===== config.mk =====
export PLATFORM = sky130hd
export DESIGN_NAME = dual_cmp_timer
export DESIGN_NICKNAME = d
export VERILOG_FILES = /design/src/rtl/dct_pkg.sv /design/src/rtl/dct_busctl.sv /design/src/rtl/dct_flag.sv /design/src/rtl/dct_chan.sv /design/src/rtl/dual_cmp_timer.sv
export SDC_FILE = /design/constraint.sdc
export NUM_CORES = 1
export LEC_CHECK = 0
export BUFFER_PORTS_ARGS = -buffer_cell sky130_fd_sc_hd__buf_2
export CORE_MARGIN = 3
export CORE_UTILIZATION = 31
export DETAILED_ROUTE_END_ITERATION = 12
export GPL_ROUTABILITY_DRIVEN = 1
export SLEW_MARGIN = 20
export SYNTH_ARGS = -nofsm -noshare
export SYNTH_HDL_FRONTEND = slang
export SYNTH_SLANG_ARGS = --single-unit

===== constraint.sdc =====
create_clock -name clk -period 2.9 [get_ports clk]
set_clock_uncertainty 0.15 [all_clocks]
set_input_delay 0.145 -clock clk [delete_from_list [all_inputs] [get_ports clk]]
set_output_delay 0.145 -clock clk [all_outputs]
set_load 0.1 [all_outputs]

===== src/rtl/dct_pkg.sv =====
package dct_pkg;
  localparam int BYTE_W   = 8;
  localparam int WORD_W   = 2 * BYTE_W;
  localparam int IDX_W    = 3;
  localparam int ADDR_W   = IDX_W + 1;
  localparam int NUM_CH   = 2;
  localparam int TSEL_W   = 2;
  localparam int TSLOTS   = 1 << TSEL_W;
  localparam int NUM_FLAG = 3;

  typedef enum logic [IDX_W-1:0] {
    REG_CNT  = 3'd0,
    REG_CMPA = 3'd1,
    REG_CMPB = 3'd2,
    REG_CTRL = 3'd3,
    REG_STAT = 3'd4
  } regIdx_e;

  typedef enum logic [1:0] {
    CLR_NONE   = 2'b00,
    CLR_MATCHA = 2'b01,
    CLR_MATCHB = 2'b10,
    CLR_EXT    = 2'b11
  } clrSel_e;

  typedef enum logic [1:0] {
    ACT_KEEP   = 2'b00,
    ACT_LOW    = 2'b01,
    ACT_HIGH   = 2'b10,
    ACT_TOGGLE = 2'b11
  } outAct_e;

  // strobes from bus control to one channel datapath
  typedef struct packed {
    logic              wrCnt;
    logic              wrCmpA;
    logic              wrCmpB;
    logic              wrCtrl;
    logic              wrStat;
    logic              rdStat;
    logic [BYTE_W-1:0] wdata;
  } chanStrobe_t;

  // register view of one channel, as seen by software
  typedef struct packed {
    logic [BYTE_W-1:0] cnt;
    logic [BYTE_W-1:0] cmpA;
    logic [BYTE_W-1:0] cmpB;
    logic [BYTE_W-1:0] ctrl;
    logic [BYTE_W-1:0] stat;
  } chanView_t;
endpackage


===== src/rtl/dct_busctl.sv =====
module dct_busctl
  import dct_pkg::*;
(
  input  logic                          busSel,
  input  logic                          busWrite,
  input  logic                          busWide,
  input  logic [ADDR_W-1:0]             busAddr,
  input  logic [WORD_W-1:0]             busWdata,
  input  chanView_t [NUM_CH-1:0]        view,
  output chanStrobe_t [NUM_CH-1:0]      stb,
  output logic [WORD_W-1:0]             busRdata
);
  logic [IDX_W-1:0] regIdx;
  logic             chanBit;

  assign regIdx  = busAddr[IDX_W-1:0];
  assign chanBit = busAddr[ADDR_W-1];

  function automatic logic [BYTE_W-1:0] pickReg(chanView_t v, logic [IDX_W-1:0] idx);
    logic [BYTE_W-1:0] r;
    case (regIdx_e'(idx))
      REG_CNT:  r = v.cnt;
      REG_CMPA: r = v.cmpA;
      REG_CMPB: r = v.cmpB;
      REG_CTRL: r = v.ctrl;
      REG_STAT: r = v.stat;
      default:  r = '0;
    endcase
    return r;
  endfunction

  // write / read-strobe decode; wide access hits both channels
  always_comb begin
    for (int c = 0; c < NUM_CH; c++) begin
      logic hit;
      hit = busSel && (busWide || (chanBit == 1'(c)));
      stb[c] = '0;
      if (busWide && c == 0)
        stb[c].wdata = busWdata[WORD_W-1:BYTE_W];
      else
        stb[c].wdata = busWdata[BYTE_W-1:0];
      if (hit) begin
        case (regIdx_e'(regIdx))
          REG_CNT:  stb[c].wrCnt  = busWrite;
          REG_CMPA: stb[c].wrCmpA = busWrite;
          REG_CMPB: stb[c].wrCmpB = busWrite;
          REG_CTRL: stb[c].wrCtrl = busWrite;
          REG_STAT: begin
            stb[c].wrStat = busWrite;
            stb[c].rdStat = !busWrite;
          end
          default: ;
        endcase
      end
    end
  end

  // read mux: channel 0 is the high byte of the paired word
  always_comb begin
    if (busWide)
      busRdata = {pickReg(view[0], regIdx), pickReg(view[1], regIdx)};
    else if (chanBit)
      busRdata = {{BYTE_W{1'b0}}, pickReg(view[1], regIdx)};
    else
      busRdata = {{BYTE_W{1'b0}}, pickReg(view[0], regIdx)};
  end
endmodule


===== src/rtl/dct_flag.sv =====
module dct_flag (
  input  logic clk,
  input  logic rstN,
  input  logic setEvt,
  input  logic rdStrobe,
  input  logic wrStrobe,
  input  logic wrBit,
  output logic flagQ
);
  logic armedQ;

  always_ff @(posedge clk or negedge rstN) begin
    if (!rstN) begin
      flagQ  <= 1'b0;
      armedQ <= 1'b0;
    end else begin
      // a hardware set beats a software clear in the same cycle
      if (setEvt)
        flagQ <= 1'b1;
      else if (wrStrobe && armedQ && !wrBit)
        flagQ <= 1'b0;
      if (rdStrobe)
        armedQ <= flagQ;
      else if (wrStrobe)
        armedQ <= 1'b0;
    end
  end
endmodule


===== src/rtl/dct_chan.sv =====
module dct_chan
  import dct_pkg::*;
#(
  parameter int TICK_COUNT = 4
) (
  input  logic                  clk,
  input  logic                  rstN,
  input  logic [TICK_COUNT-1:0] tick,
  input  logic                  extClr,
  input  chanStrobe_t           stb,
  output chanView_t             view,
  output logic                  pinOut
);
  logic [BYTE_W-1:0]   cntQ, cmpAQ, cmpBQ;
  logic [TSEL_W-1:0]   tickSelQ;
  clrSel_e             clrSelQ;
  outAct_e             actAQ, actBQ;
  logic                eqA, eqB, eqAPrev, eqBPrev;
  logic                evtA, evtB;
  logic                tickNow, clrNow, wrapEvt;
  logic                pinQ, pinNext;
  logic [TSLOTS-1:0]   tickPad;
  logic [NUM_FLAG-1:0] flagSet, flagQ;

  always_comb begin
    tickPad = '0;
    tickPad[TICK_COUNT-1:0] = tick;
  end
  assign tickNow = tickPad[tickSelQ];

  // compare against a register is blanked while it is being written
  assign eqA  = (cntQ == cmpAQ) && !stb.wrCmpA;
  assign eqB  = (cntQ == cmpBQ) && !stb.wrCmpB;
  assign evtA = eqA && !eqAPrev;
  assign evtB = eqB && !eqBPrev;

  always_comb begin
    case (clrSelQ)
      CLR_MATCHA: clrNow = eqA;
      CLR_MATCHB: clrNow = eqB;
      CLR_EXT:    clrNow = extClr;
      default:    clrNow = 1'b0;
    endcase
  end

  assign wrapEvt = !stb.wrCnt && tickNow && !clrNow && (cntQ == '1);

  function automatic logic applyAct(outAct_e act, logic cur);
    logic r;
    case (act)
      ACT_LOW:    r = 1'b0;
      ACT_HIGH:   r = 1'b1;
      ACT_TOGGLE: r = !cur;
      default:    r = cur;
    endcase
    return r;
  endfunction

  always_comb begin
    pinNext = pinQ;
    if (evtB)
      pinNext = applyAct(actBQ, pinQ);
    else if (evtA)
      pinNext = applyAct(actAQ, pinQ);
  end

  always_ff @(posedge clk or negedge rstN) begin
    if (!rstN) begin
      cntQ     <= '0;
      cmpAQ    <= '1;
      cmpBQ    <= '1;
      tickSelQ <= '0;
      clrSelQ  <= CLR_NONE;
      actAQ    <= ACT_KEEP;
      actBQ    <= ACT_KEEP;
      eqAPrev  <= 1'b0;
      eqBPrev  <= 1'b0;
      pinQ     <= 1'b0;
    end else begin
      if (stb.wrCnt)
        cntQ <= stb.wdata;
      else if (tickNow)
        cntQ <= clrNow ? '0 : cntQ + 1'b1;
      if (stb.wrCmpA) cmpAQ <= stb.wdata;
      if (stb.wrCmpB) cmpBQ <= stb.wdata;
      if (stb.wrCtrl) begin
        tickSelQ <= stb.wdata[TSEL_W-1:0];
        clrSelQ  <= clrSel_e'(stb.wdata[TSEL_W+1:TSEL_W]);
      end
      if (stb.wrStat) begin
        actAQ <= outAct_e'(stb.wdata[4:3]);
        actBQ <= outAct_e'(stb.wdata[6:5]);
      end
      eqAPrev <= eqA;
      eqBPrev <= eqB;
      pinQ    <= pinNext;
    end
  end

  assign flagSet = {evtB, evtA, wrapEvt};

  for (genvar f = 0; f < NUM_FLAG; f++) begin : g_flag
    dct_flag u_flag (
      .clk      (clk),
      .rstN     (rstN),
      .setEvt   (flagSet[f]),
      .rdStrobe (stb.rdStat),
      .wrStrobe (stb.wrStat),
      .wrBit    (stb.wdata[f]),
      .flagQ    (flagQ[f])
    );
  end

  assign view.cnt  = cntQ;
  assign view.cmpA = cmpAQ;
  assign view.cmpB = cmpBQ;
  assign view.ctrl = {{(BYTE_W-2*TSEL_W){1'b0}}, clrSelQ, tickSelQ};
  assign view.stat = {1'b0, actBQ, actAQ, flagQ};
  assign pinOut    = pinQ;
endmodule


===== src/rtl/dual_cmp_timer.sv =====
module dual_cmp_timer
  import dct_pkg::*;
#(
  parameter int TICK_COUNT = 4
) (
  input  logic                  clk,
  input  logic                  rstN,
  input  logic [TICK_COUNT-1:0] tick,
  input  logic [NUM_CH-1:0]     extClr,
  input  logic                  busSel,
  input  logic                  busWrite,
  input  logic                  busWide,
  input  logic [ADDR_W-1:0]     busAddr,
  input  logic [WORD_W-1:0]     busWdata,
  output logic [WORD_W-1:0]     busRdata,
  output logic [NUM_CH-1:0]     timerOut
);
  chanStrobe_t [NUM_CH-1:0] stb;
  chanView_t   [NUM_CH-1:0] view;

  dct_busctl u_busctl (
    .busSel   (busSel),
    .busWrite (busWrite),
    .busWide  (busWide),
    .busAddr  (busAddr),
    .busWdata (busWdata),
    .view     (view),
    .stb      (stb),
    .busRdata (busRdata)
  );

  for (genvar c = 0; c < NUM_CH; c++) begin : g_chan
    dct_chan #(.TICK_COUNT(TICK_COUNT)) u_chan (
      .clk    (clk),
      .rstN   (rstN),
      .tick   (tick),
      .extClr (extClr[c]),
      .stb    (stb[c]),
      .view   (view[c]),
      .pinOut (timerOut[c])
    );
  end
endmodule


==> results.md, run 1 <==
- In the routed layout, each cell is associated on average with a via count of 5.38.
- Gates resized during post-CTS repair numbered 0.
- The post-synthesis register bit count is 82.
- The headroom to the max-slew limit is 46.4%.
- The global router's overall resource usage is between 10% and 20%.
- The synthesized design devotes to its leading area cell type 24.7% of total area.
- After detailed routing, the average wire length per cell comes to about 19 um.
- The hold slack is between 15 and 20 ps.
- The critical path in this run is classified as reg2reg.
- Ranked by total cell area, the synthesized netlist is headed by dfrtp_1 25%, dfstp_2 17%, mux2_2 6.0%, xnor2_1 5.5%, mux2i_1 5.1%.
- The post-synthesis area per instance is between 9 and 10 sq um.
- In this run, synthesis inferred 0 flip-flops with an integrated enable.
- The detail route stage leaves a number of antenna-violating nets equal to 0.
- The first-pass GRT wire length is ~24 mm.
- The via count is between 4000 and 5000.
- Relative to the synthesized area, the layout overhead comes to 16.5%.
- Setup violations remaining at the end of the flow were counted as 0.
- The count of max-cap constraint violations is 0.
- For this run the aggregate overflow at the end of global routing stands at 0.
- The initial utilization of the core area, before any placement, comes to between 30% and 40%.
- Measured along the x axis, the die boundary spans roughly 130 um.
- At the end of routability-driven placement, the weighted congestion stood at roughly 0.90.
- STA puts the critical path data required time at 3010 ps.
- The end of the worst register-to-register path is g_chan[1].u_chan.pinOut.
- In this run the critical register-to-register path is launched from g_chan[1].u_chan.cntQ[0].
- The power density over the cells is around 840 nW/um^2.
- The HPWL after detailed placement is between 10 and 15 mm.
- STA classifies the critical path endpoint as a register.
- The post-synth net total is 585.
- The start point of the worst hold path is busWdata[0].
- The final critical path time including I/O delays and setup is around 2500 ps.
- The worst-case reg-to-reg path depth is 6.
- The final max-slew violation count came to 0.
- In the routed design, unresolved DRC markers number 0.
- The number of distinct library cell variants in the gate-level netlist after synthesis is 51.
- The number of sinks on the clock net is 82.
- The setup check on the worst reg-to-reg path leaves a slack of 430 ps.
- The core region is 15900 sq um.
- The overall die height is around 130 um.
- The filler cell count in the final layout is 1612.
- After layout, the worst path uses between 80 and 90% of the clock period.
- The library cell occupying the most area in the post-synthesis netlist is dfrtp_1.
- The number of antenna violations at the first check in global routing is 1.
- For this design, the CTS-stage hold fixing added 5 buffers.
- The post-synthesis instance total is about 550.
- VDD sags by at most about 0.37 mV.
- The area of the multi-input gates is about 2800 sq um.
- The top-level I/O count is 49.
- The top achievable clock speed is between 400 and 500 MHz.
- The arrival time reported for the critical path endpoint is 2580 ps.
- After clock tree synthesis, the clock-pin slew on the worst setup and hold paths is approximately 60 ps.
- The clock insertion delay at the later pin of the skew report is approximately 340 ps.
- The number of H-tree levels is 3.
- Of all nets on the critical path, the largest fanout is 7.
- The final routed wirelength across all metal layers is roughly 15 mm.
- Entering global routing, the biggest net connects between 80 and 90 pins.
- Summed over all failing endpoints, the final setup total negative slack is 0 ps.
- The floorplan die area is roughly 18000 sq um.
- For this run, the number of Yosys warnings is 0.
- The repair_antennas step left the layout with diodes totalling 0.
- The total standard cell area after synthesis is between 5000 and 6000 sq um.
- The total CTS buffers is 9.
- Summing all placed instances gives a cell area of about 5600 sq um.
- The site row count is 46.
- The first detailed-routing pass took 5 iterations.
- The clock passes through at most 2 buffers.
- The worst hold path terminates at g_chan[1].u_chan.cntQ[0].
- STA classifies the critical path startpoint as a register.
- The number of hold violations in the final report was 0.
- The first routing iteration left about 380 violations.
- Of the cells placed in the final design, the portion with a size suffix greater than 1 is between 20% and 30%.
- The run finished with clean final reports.
- Summing all non-filler instances in the final layout gives an area of 5900 sq um.
- The type of the tightest min-delay check is in2reg.
- The clock root buffer is clkbuf_16.
- The post-synthesis async set-or-reset flop share is 100%.
- Summing the sequential cell areas from Yosys gives about two fifths of the chip area.
- The number of nets in the layout is ~630.
- The worst hold path was traced through 3 stages.
- The leakage dissipation is 2.42 nW.
- The count of input and output buffers is 48.
- The number of global-route vias before repair came to roughly 4300.
- The clock tree from TritonCTS is yes.
- The main flop type after synthesis is dfrtp_1.
- Buffers added to address setup during post-CTS repair amount to 0.
- Setup repair after global routing left no endpoint under its margin.
- Registers take approximately 2100 sq um.
- At the pin with the least slew margin, the transition time is just under 800 ps.
critical path, stage by stage, from the launching register on:
cell and delay, ps:
dfrtp_1 480, xnor2_1 270, nand2_1 110, or3_1 460
a2111oi_2 400, mux2_1 360, a31oi_1 150
synthesized netlist by cell type (2+ instances only):
cell type,n
a211oi_1,7
a21oi_1,51
a221oi_1,2
a22oi_1,10
a31oi_1,14
and2_1,3
and3_1,6
buf_1,7
buf_2,3
buf_4,2
clkbuf_1,21
dfrtp_1,50
dfstp_2,32
ha_1,6
inv_1,13
mux2_1,2
mux2_2,27
mux2i_1,26
nand2_1,36
nand2b_1,14
nand3_1,7
nand4_1,10
nand4b_1,6
nor2_1,66
nor2b_1,9
nor3_1,11
nor3b_1,2
nor3b_2,2
nor4_1,2
nor4_2,3
o211ai_1,4
o21ai_0,35
o21ai_1,6
o22ai_1,3
or3_1,3
xnor2_1,32
flip-flops by register name (all words and copies together) (netlist names):
register                            flops
g_chan.u_chan.tickSelQ                  4
g_chan.u_chan.clrSelQ                   4
g_chan.u_chan.actBQ                     4
g_chan.u_chan.actAQ                     4
g_chan.u_chan.eqBPrev                   2
g_chan.u_chan.eqAPrev                   2
g_chan.u_chan.cmpAQ                    16
g_chan.u_chan.pinOut                    2
g_chan.u_chan.g_flag.u_flag.armedQ      6
g_chan.u_chan.cntQ                     16
g_chan.u_chan.g_flag.u_flag.flagQ       6
g_chan.u_chan.cmpBQ                    16
worst max path at each step:
stage                             startpoint                 endpoint  cells after the start
floorplan                         busAddr[0]              busRdata[3]                      6
global placement                  busAddr[3]  g_chan[1].u_chan.pinOut                      7
detailed placement  g_chan[1].u_chan.cntQ[0]  g_chan[1].u_chan.pinOut                      6
CTS                 g_chan[1].u_chan.cntQ[0]  g_chan[1].u_chan.pinOut                      6
global route        g_chan[1].u_chan.cntQ[0]  g_chan[1].u_chan.pinOut                      6
finish              g_chan[1].u_chan.cntQ[0]  g_chan[1].u_chan.pinOut                      6
kinds of logic after synthesis:
group                    Yosys count  synth area share (%)
multiplexers                      56                  12.0
flip-flops                        82                  41.3
AO/OA/AOI/OAI                    140                  16.9
AND/OR/NAND/NOR                  186                  19.1
XOR/XNOR                          32                  5.53
adder cells (fa/ha/maj)            6                  1.48
buffers and inverters             46                  3.63
power by group:
part,internal [mW],switching [mW]
registers,1.56,0.528
logic,0.758,1.05
clock network,0.606,0.440
metrics by stage:
step | std cells | power, mW | setup slack (ps) | util, %
2_1_floorplan | 548 | 3.37 | 49.2 | -
3_3_place_gp | 795 | 3.82 | 537 | 35.0
3_5_place_dp | 795 | 3.89 | 488 | 35.0
4_1_cts | 816 | 4.95 | 473 | 37.0
5_1_grt | 816 | 5.24 | 299 | 37.0
6_report | 816 | 4.95 | 425 | 37.0
layer usage:
| layer | part of all wire, % | up-vias | track usage [%] |
|---|---|---|---|
| met4 | 1.6 | 2 | 5.43 |
| met5 | 0.046 | - | 0 |
| li1 | - | 2043 | - |
| met3 | 6.3 | 23 | 3.53 |
| met1 | 50 | 2148 | 26.0 |
| met2 | 42 | 172 | 24.3 |
cell usage in the layout, fill, tap and decap left out, types with 9 or more instances in the layout:
master	count
a31oi_1	14
a21oi_1	51
inv_1	13
xnor2_1	32
o21ai_0	35
nor3_1	11
nor2b_1	9
dfrtp_1	50
mux2_2	27
mux2i_1	26
a22oi_1	10
nand2_1	36
nand2b_1	14
clkbuf_16	9
nor2_1	66
buf_4	16
buf_2	46
dfstp_2	32
nand4_1	10
area by class of cell:
cell class	count	share of cell area [%]
clock buffer	16	4.43
inverter	13	0.827
tap	216	4.58
sequential	82	35.5
multi-input combinational	420	47.4
timing repair buffer	69	7.32
Note: power is estimated with default switching activity, not from simulation.
==> inputs of run 2 (changes only) <==
--- a/config.mk
+++ b/config.mk
@@ -6,10 +6,11 @@
 export NUM_CORES = 1
 export LEC_CHECK = 0
 export BUFFER_PORTS_ARGS = -buffer_cell sky130_fd_sc_hd__buf_2
-export CORE_MARGIN = 3
 export CORE_UTILIZATION = 31
+export CTS_CLUSTER_SIZE = 25
 export DETAILED_ROUTE_END_ITERATION = 12
 export GPL_ROUTABILITY_DRIVEN = 1
+export RECOVER_POWER = 25
 export SLEW_MARGIN = 20
 export SYNTH_ARGS = -nofsm -noshare
 export SYNTH_HDL_FRONTEND = slang
==> results.md, run 2 (same netlist as run 1, synthesis figures left out) <==
- Of all nets on the critical path, the largest fanout is 7.
- The number of antenna violations at the first check in global routing is 0.
- Measured in cells, the most critical reg-to-reg path has a length of 6.
- The via count is 4400.
- The run finished with clean final reports.
- The number of antenna diodes in the final layout is 0.
- The floorplan has 46 rows.
- The number of hold violations in the final report was 0.
- The largest registers in the layout are g_chan.u_chan.cmpAQ x16, g_chan.u_chan.cmpBQ x16, g_chan.u_chan.cntQ x16.
- The count of nets left with antenna violations once routing finished came out at 0.
- The final total negative setup slack is 0 ps.
- The filler cell count in the final layout is 1617.
- Leaving out fill and tap cells, the most frequent cell in the layout is nor2_1.
- The H-tree was split into 3 levels.
- After detailed placement, the total cell area comes to roughly 5600 sq um.
- At the pin with the least slew margin, the transition time is 827 ps.
- The clock insertion delay at the later pin of the skew report is roughly 340 ps.
- The start point of the worst hold path is busWdata[3].
- The tree is rooted in a clkbuf_16.
- The top-level I/O count is 49.
- The number of global-route vias before repair is 4227.
- The leakage dissipation is around 2.4 nW.
- The tightest min-delay check is of the in2reg type.
- The pre-antenna-repair detailed-routing pass consisted of 5 iterations.
- Entering global routing, the biggest net connects 83 pins.
- In the routed design, unresolved DRC markers number 0.
- The initial utilization of the core area, before any placement, comes to a little under a third.
- The worst hold path terminates at g_chan[1].u_chan.cntQ[3].
- The area of the multi-input gates is between 2000 and 3000 sq um.
- The end of the worst register-to-register path is g_chan[0].u_chan.pinOut.
- In the global route stage, overall resource usage came out at 19.0%.
- The final routed wirelength across all metal layers is around 15 mm.
- Dividing total power by cell area gives a power density of roughly 840 nW/um^2.
- The ratio of routed vias to standard cells is roughly 5.4.
- The detailed-placement wirelength estimate is between 10 and 15 mm.
- The headroom to the max-slew limit is between 40% and 50%.
- The number of design-rule violations left by the first detailed-router iteration is roughly 440.
- The net count of the finished layout is 630.
- After clock tree synthesis, the clock-pin slew on the worst setup and hold paths is around 60 ps.
- The final critical path takes up a little under nine tenths of the cycle.
- The post-route cell area is roughly 5900 sq um.
- The library cells used most frequently in the layout, excluding fill and tap cells, are 66 x nor2_1, 51 x a21oi_1, 50 x dfrtp_1, 46 x buf_2, 36 x nand2_1.
- The overall die height is ~130 um.
- Across the run, the number of max-cap violations was 0.
- Setup repair after global routing left no endpoint under its margin.
- The area growth from synthesis to layout is 16.4%.
- The required time of the worst setup path is 2610 ps.
- The worst setup path is captured at a primary output.
- The die covers around 17000 sq um.
- The worst ir drop on vdd is ~0.3 mV.
- The first global-routing pass estimated between 20 and 25 mm of wire.
- The slack of the worst reg-to-reg path is between 400 and 500 ps.
- The number of buffers on the longest clock path is 2.
- The top achievable clock speed is 403 MHz.
- The combined flip-flop and latch cell area is around 2100 sq um.
- Measured along the x axis, the die boundary spans between 100 and 150 um.
- The worst register-to-register path begins at g_chan[0].u_chan.cmpAQ[0].
- The standard cell core area is approximately 16000 sq um.
- Clock tree synthesis inserted a total of 9 buffers.
- The clock tree from TritonCTS is yes.
- After detailed routing, the average wire length per cell comes to about 19 um.
- The startpoint-to-endpoint class of the critical path is reg2out.
- The overflow left after global routing is 0.
- After layout, the minimum clock period comes to 2480 ps.
- The hold slack is just over 20 ps.
- The count of input and output buffers is between 40 and 50.
- Clock tree synthesis found a total of 82 sinks.
- Routability-driven placement finished with a final weighted congestion of around 0.87.
- The final max-slew violation count is 0.
- Setup violations remaining at the end of the flow were counted as 0.
- The worst setup path is launched from a register.
- The number of cells on the worst hold path is 3.
- The arrival time reported for the critical path endpoint is 2180 ps.
- Cells with a size suffix above 1 make up between 20% and 30% of the layout.
==> run 2: layout make-up <==
| type | instances | share of cell area [%] |
|---|---|---|
| clock buffers | 16 | 4.61 |
| repair buffers | 67 | 7.07 |
| well taps | 216 | 4.59 |
| inverters | 13 | 0.828 |
| flip-flops and latches | 82 | 35.5 |
| multi-input cells | 420 | 47.4 |
==> run 2: layer usage <==
metal / part of all wire [%] / vias up / track usage (%)
met2: 44 / 167 / 27.9
met3: 6.7 / 22 / 3.24
met5: 0 / - / 0
met4: 2.1 / 0 / 6.77
met1: 47 / 2161 / 27.8
li1: - / 2050 / -
==> run 2: timing repair <==
item                                   CTS  global route
buffers inserted                         0             0
hold buffers                             5             0
resized for setup                        0             0
endpoints found under the hold margin   60             0
==> run 2: where the power goes <==
part | internal [mW] | switching [mW] | total, mW
Sequential | 1.56 | 0.527 | 2.09
Combinational | 0.754 | 1.03 | 1.79
Clock | 0.629 | 0.441 | 1.07
==> run 2: worst max path at each step <==
stage	end	cells after the start	slack, ps	from
floorplan	busRdata[3]	6	50	busAddr[0]
global placement	g_chan[0].u_chan.pinOut	8	490	busAddr[0]
detailed placement	g_chan[0].u_chan.pinOut	8	440	busAddr[0]
CTS	busRdata[0]	5	410	g_chan[1].u_chan.cntQ[0]
global route	g_chan[1].u_chan.cntQ[2]	6	300	g_chan[1].u_chan.cntQ[3]
finish	busRdata[0]	5	420	g_chan[1].u_chan.cntQ[0]
==> run 2: per-stage QoR <==
step | worst slack, ps | utilization (%) | power (mW) | cells
6_report | 420 | 37.0 | 4.95 | 814
5_1_grt | 296 | 37.0 | 5.23 | 814
4_1_cts | 408 | 36.9 | 4.95 | 814
3_5_place_dp | 439 | 34.9 | 3.86 | 793
3_3_place_gp | 492 | 34.9 | 3.82 | 793
2_1_floorplan | 49.2 | - | 3.37 | 548
==> run 2: worst max-delay path: stages, from the launching register on <==
cell      delay [ps]
dfrtp_1          470
mux4_2           490
nor2b_1          140
a311oi_1         340
a21oi_1           90
buf_2            310
==> inputs of run 3 (changes only) <==
--- a/config.mk
+++ b/config.mk
@@ -5,12 +5,14 @@
 export SDC_FILE = /design/constraint.sdc
 export NUM_CORES = 1
 export LEC_CHECK = 0
+export ABC_AREA = 1
 export BUFFER_PORTS_ARGS = -buffer_cell sky130_fd_sc_hd__buf_2
 export CORE_UTILIZATION = 31
 export CTS_CLUSTER_SIZE = 25
 export DETAILED_ROUTE_END_ITERATION = 12
 export GPL_ROUTABILITY_DRIVEN = 1
 export RECOVER_POWER = 25
+export REMOVE_ABC_BUFFERS = 1
 export SLEW_MARGIN = 20
 export SYNTH_ARGS = -nofsm -noshare
 export SYNTH_HDL_FRONTEND = slang
==> results.md, run 3 <==
- The switching component of the power is 2.05 mW.
- After the last flow step, the layout net total stands at 796.
- The floorplan has 46 rows.
- The clock network power share is 27.0%.
- The largest registers in the layout are g_chan.u_chan.cmpAQ x16, g_chan.u_chan.cmpBQ x16, g_chan.u_chan.cntQ x16.
- Of all nets on the critical path, the largest fanout is 10.
- The layer with the highest usage after global routing is met1.
- Detailed placement finished with a half-perimeter wire length of 11.5 mm.
- Among all stages on the critical path, the largest delay is contributed by buf_2.
- In this run the deepest clock path goes through 2 buffers.
- The number of antenna violations at the first check in global routing is 0.
- The starting utilization of the core area is 32.2%.
- Across the VDD grid, the largest voltage drop is between 0.3 and 0.4 mV.
- The element type at the critical path end is a primary output.
- The largest single stage delay on the critical path is about 500 ps.
- For flop-to-flop paths, the worst setup slack is a little under 1000 ps.
- The total standard cell area after synthesis is ~5200 sq um.
- The fraction of power consumed by sequential logic is a little over a third.
- Cells with a size suffix above 1 make up about a fifth of the layout.
- The share of power burned in combinational logic is a little under two fifths.
- The transition time at the pin with the least slew margin is around 1000 ps.
- The fraction of power spent switching nets is 40.5%.
- The origin of the critical flop-to-flop path is g_chan[0].u_chan.cntQ[0].
- The core region is approximately 16000 sq um.
- Yosys instantiated no cell more often than nand2_1.
- The first detailed-routing pass took 5 iterations.
- The clock insertion delay at the later pin of the skew report is roughly 360 ps.
- Clock-pin slew was measured on the worst setup and hold paths at 70 ps.
- Entering global routing, the biggest net connects 46 pins.
- The number of buffers and inverters on the critical path is 4.
- The worst pin sits at a relative slew slack of a little under a third.
- The final total negative setup slack is 0 ps.
- The share of Yosys cell area claimed by the top area cell type is approximately a quarter.
- The critical path in this run is classified as in2out.
- The setup slack after placement is between 500 and 600 ps.
- The clock tree from TritonCTS is yes.
- The cell type group with the largest total delay on the critical path is buffers and inverters.
- In the layout the commonest cells are 183 x nand2_1, 119 x inv_1, 66 x o21ai_0, 50 x dfrtp_1, 47 x buf_2.
- The number of diodes added for antenna fixing is 0.
- The number of global-route vias before repair came to 4485.
- The average detailed-routed wire length per instance is about 15 um.
- The area growth from synthesis to layout is 16.9%.
- The most used flip-flop cell after synthesis is dfrtp_1.
- The internal power component is 3.00 mW.
- The total overflow left after global routing is 0.
- The global router's overall resource usage is between 15 and 20%.
- The post-synthesis async set-or-reset flop share is 100%.
- The final max-slew violation count is 0.
- The power density over the cells is 831 nW/um^2.
- The first element of the critical path is busAddr[2].
- The remaining antenna violation count is 0.
- For met3 alone, demand over resource in global routing was between 2 and 3%.
- The leakage dissipation is approximately 3 nW.
- In the post-synthesis netlist, the biggest area contributors are dfrtp_1 24%, dfstp_2 16%, nand2_1 13%, inv_1 8.5%, o21ai_0 6.4%.
- The total CTS buffers is 9.
- Setup violations remaining at the end of the flow were counted as 0.
- The hold slack is about 37 ps.
- A synthesized cell averages approximately 7.4 sq um.
- The synthesized design contains between 80 and 90 register bits.
- The dominant cell type by count on the critical path is buf_2.
- The clock drives 82 sinks.
- The endpoint identified for the worst register-to-register timing path is g_chan[0].u_chan.g_flag[0].u_flag.flagQ.
- The final critical path takes up just under 90% of the cycle.
- The start point of the worst hold path is busWdata[0].
- The sequential area share after synthesis is about two fifths.
- The minimum setup slack in the final design is approximately 370 ps.
- The number of design-rule violations left by the first detailed-router iteration is between 300 and 400.
- The run finished with clean final reports.
- The min-delay analysis places its worst path in the category in2reg.
- The cell count after synthesis came out at 702.
- In the global route stage, met2 resource usage came out at a little over a quarter.
- The library cell occupying the most area in the post-synthesis netlist is dfrtp_1.
- The first global-routing pass estimated 24.4 mm of wire.
- The final RePlAce weighted congestion is 0.854.
- The path with the worst hold slack has its endpoint at g_chan[1].u_chan.tickSelQ[0].
- The residual DRC count is 0.
- Data on the critical path arrives at its endpoint at 2240 ps.
- The final routed wirelength across all metal layers is ~15 mm.
- The required time of the worst setup path is 2610 ps.
- The top-level I/O count is about 50.
- The root buffer cell chosen for the clock tree is clkbuf_16.
- The critical path goes through buf_2 > inv_1 > nand3_1 > inv_2 > nand2_1 > o21ai_0 > a211oi_1 > o22ai_1 > buf_2.
- The count of input and output buffers is 48.
- The final critical path time including I/O delays and setup is 2530 ps.
- The floorplan die area is around 17000 sq um.
- STA classifies the critical path startpoint as an input port.
- The count of max-cap constraint violations is 0.
- Global routing used 27.4% of the available met1 tracks.
- The overall die height is between 100 and 150 um.
- The top achievable clock speed is ~390 MHz.
- Counting instances in the post-synthesis netlist gives the leading cell types as 182 x nand2_1, 118 x inv_1, 66 x o21ai_0.
- From left edge to right edge, the die measures 131 um.
- The Yosys step of the flow raised 0 warnings.
- Setup repair after global routing left no endpoint under its margin.
- The detailed router placed about 4700 vias in this run.
- The worst-case reg-to-reg path depth is 10.
- The commonest non-fill, non-tap cell in the layout is nand2_1.
- In the routed layout, each cell is associated on average with a via count of roughly 4.8.
- The number of hold violations in the final report is 0.
- In this run, synthesis inferred 0 flip-flops with an integrated enable.
- The clock tree synthesis step divided the H-tree into 3 levels.
- Counting instances, the worst hold path has a depth of 3.
- In this run, post-CTS repair resized a total of 0 instances.
- Synthesis instantiated 43 different standard cells from the library.
==> run 3: what timing repair did <==
item                                   4_1_cts  5_1_grt
hold buffers                                 8        0
endpoints found under the hold margin       44        0
setup buffers                                0        0
==> run 3: worst register-to-register path, delay by kind of cell, from the launching register on <==
kind	cells	cell delay, ps
compound gates	1	190
simple gates	8	860
buf+inv	1	210
flops	1	410
==> run 3: how the worst max path moves through the flow <==
stage	endpoint	depth (start not counted)	slack, ps
detailed placement	busRdata[8]	9	570
global placement	busRdata[0]	9	640
finish	busRdata[2]	9	370
floorplan	busRdata[1]	5	300
global route	busRdata[3]	9	200
CTS	busRdata[0]	9	570
==> run 3: cells by family after synthesis <==
family	after synthesis	share of synthesized area, %
AO/OA/AOI/OAI	143	16.2
XOR/XNOR	22	3.71
AND/OR/NAND/NOR	305	27.4
adder cells (fa/ha/maj)	6	1.45
buffers and inverters	144	11.0
flip-flops	82	40.3
==> run 3: per-layer routing <==
metal  part of all wire [%]  wire, um
met5                      0         0
met4                    1.6       233
met3                    5.8       872
met2                     42      6330
met1                     50      7530
==> run 3: layout make-up <==
| type | count | area, sq um |
|---|---|---|
| multi-input combinational | 476 | 2500 |
| clock buffer | 11 | 253 |
| tap | 216 | 270 |
| sequential | 82 | 2090 |
| inverter | 130 | 490 |
| fill | 1733 | 10000 |
| timing repair buffer | 60 | 363 |
| clock inverter | 5 | 100 |
==> run 3: metrics by stage <==
step / area [sq um] / power, mW / cells / util [%]
2_1_floorplan: 5110 / 3.19 / 688 / -
3_3_place_gp: 5670 / 3.66 / 956 / 35.2
3_5_place_dp: 5670 / 3.68 / 956 / 35.2
4_1_cts: 6100 / 5.07 / 980 / 37.9
5_1_grt: 6070 / 5.39 / 980 / 37.7
6_report: 6070 / 5.04 / 980 / 37.7
==> run 3: power by group through the flow <==
stage,sequential [mW],combinational [mW],clock [mW]
after global routing,1.86,2.11,1.42
final,1.81,1.87,1.36
after global placement,1.82,1.84,0
after CTS,1.81,1.88,1.38
after floorplan,1.85,1.34,0
after detailed placement,1.83,1.85,0
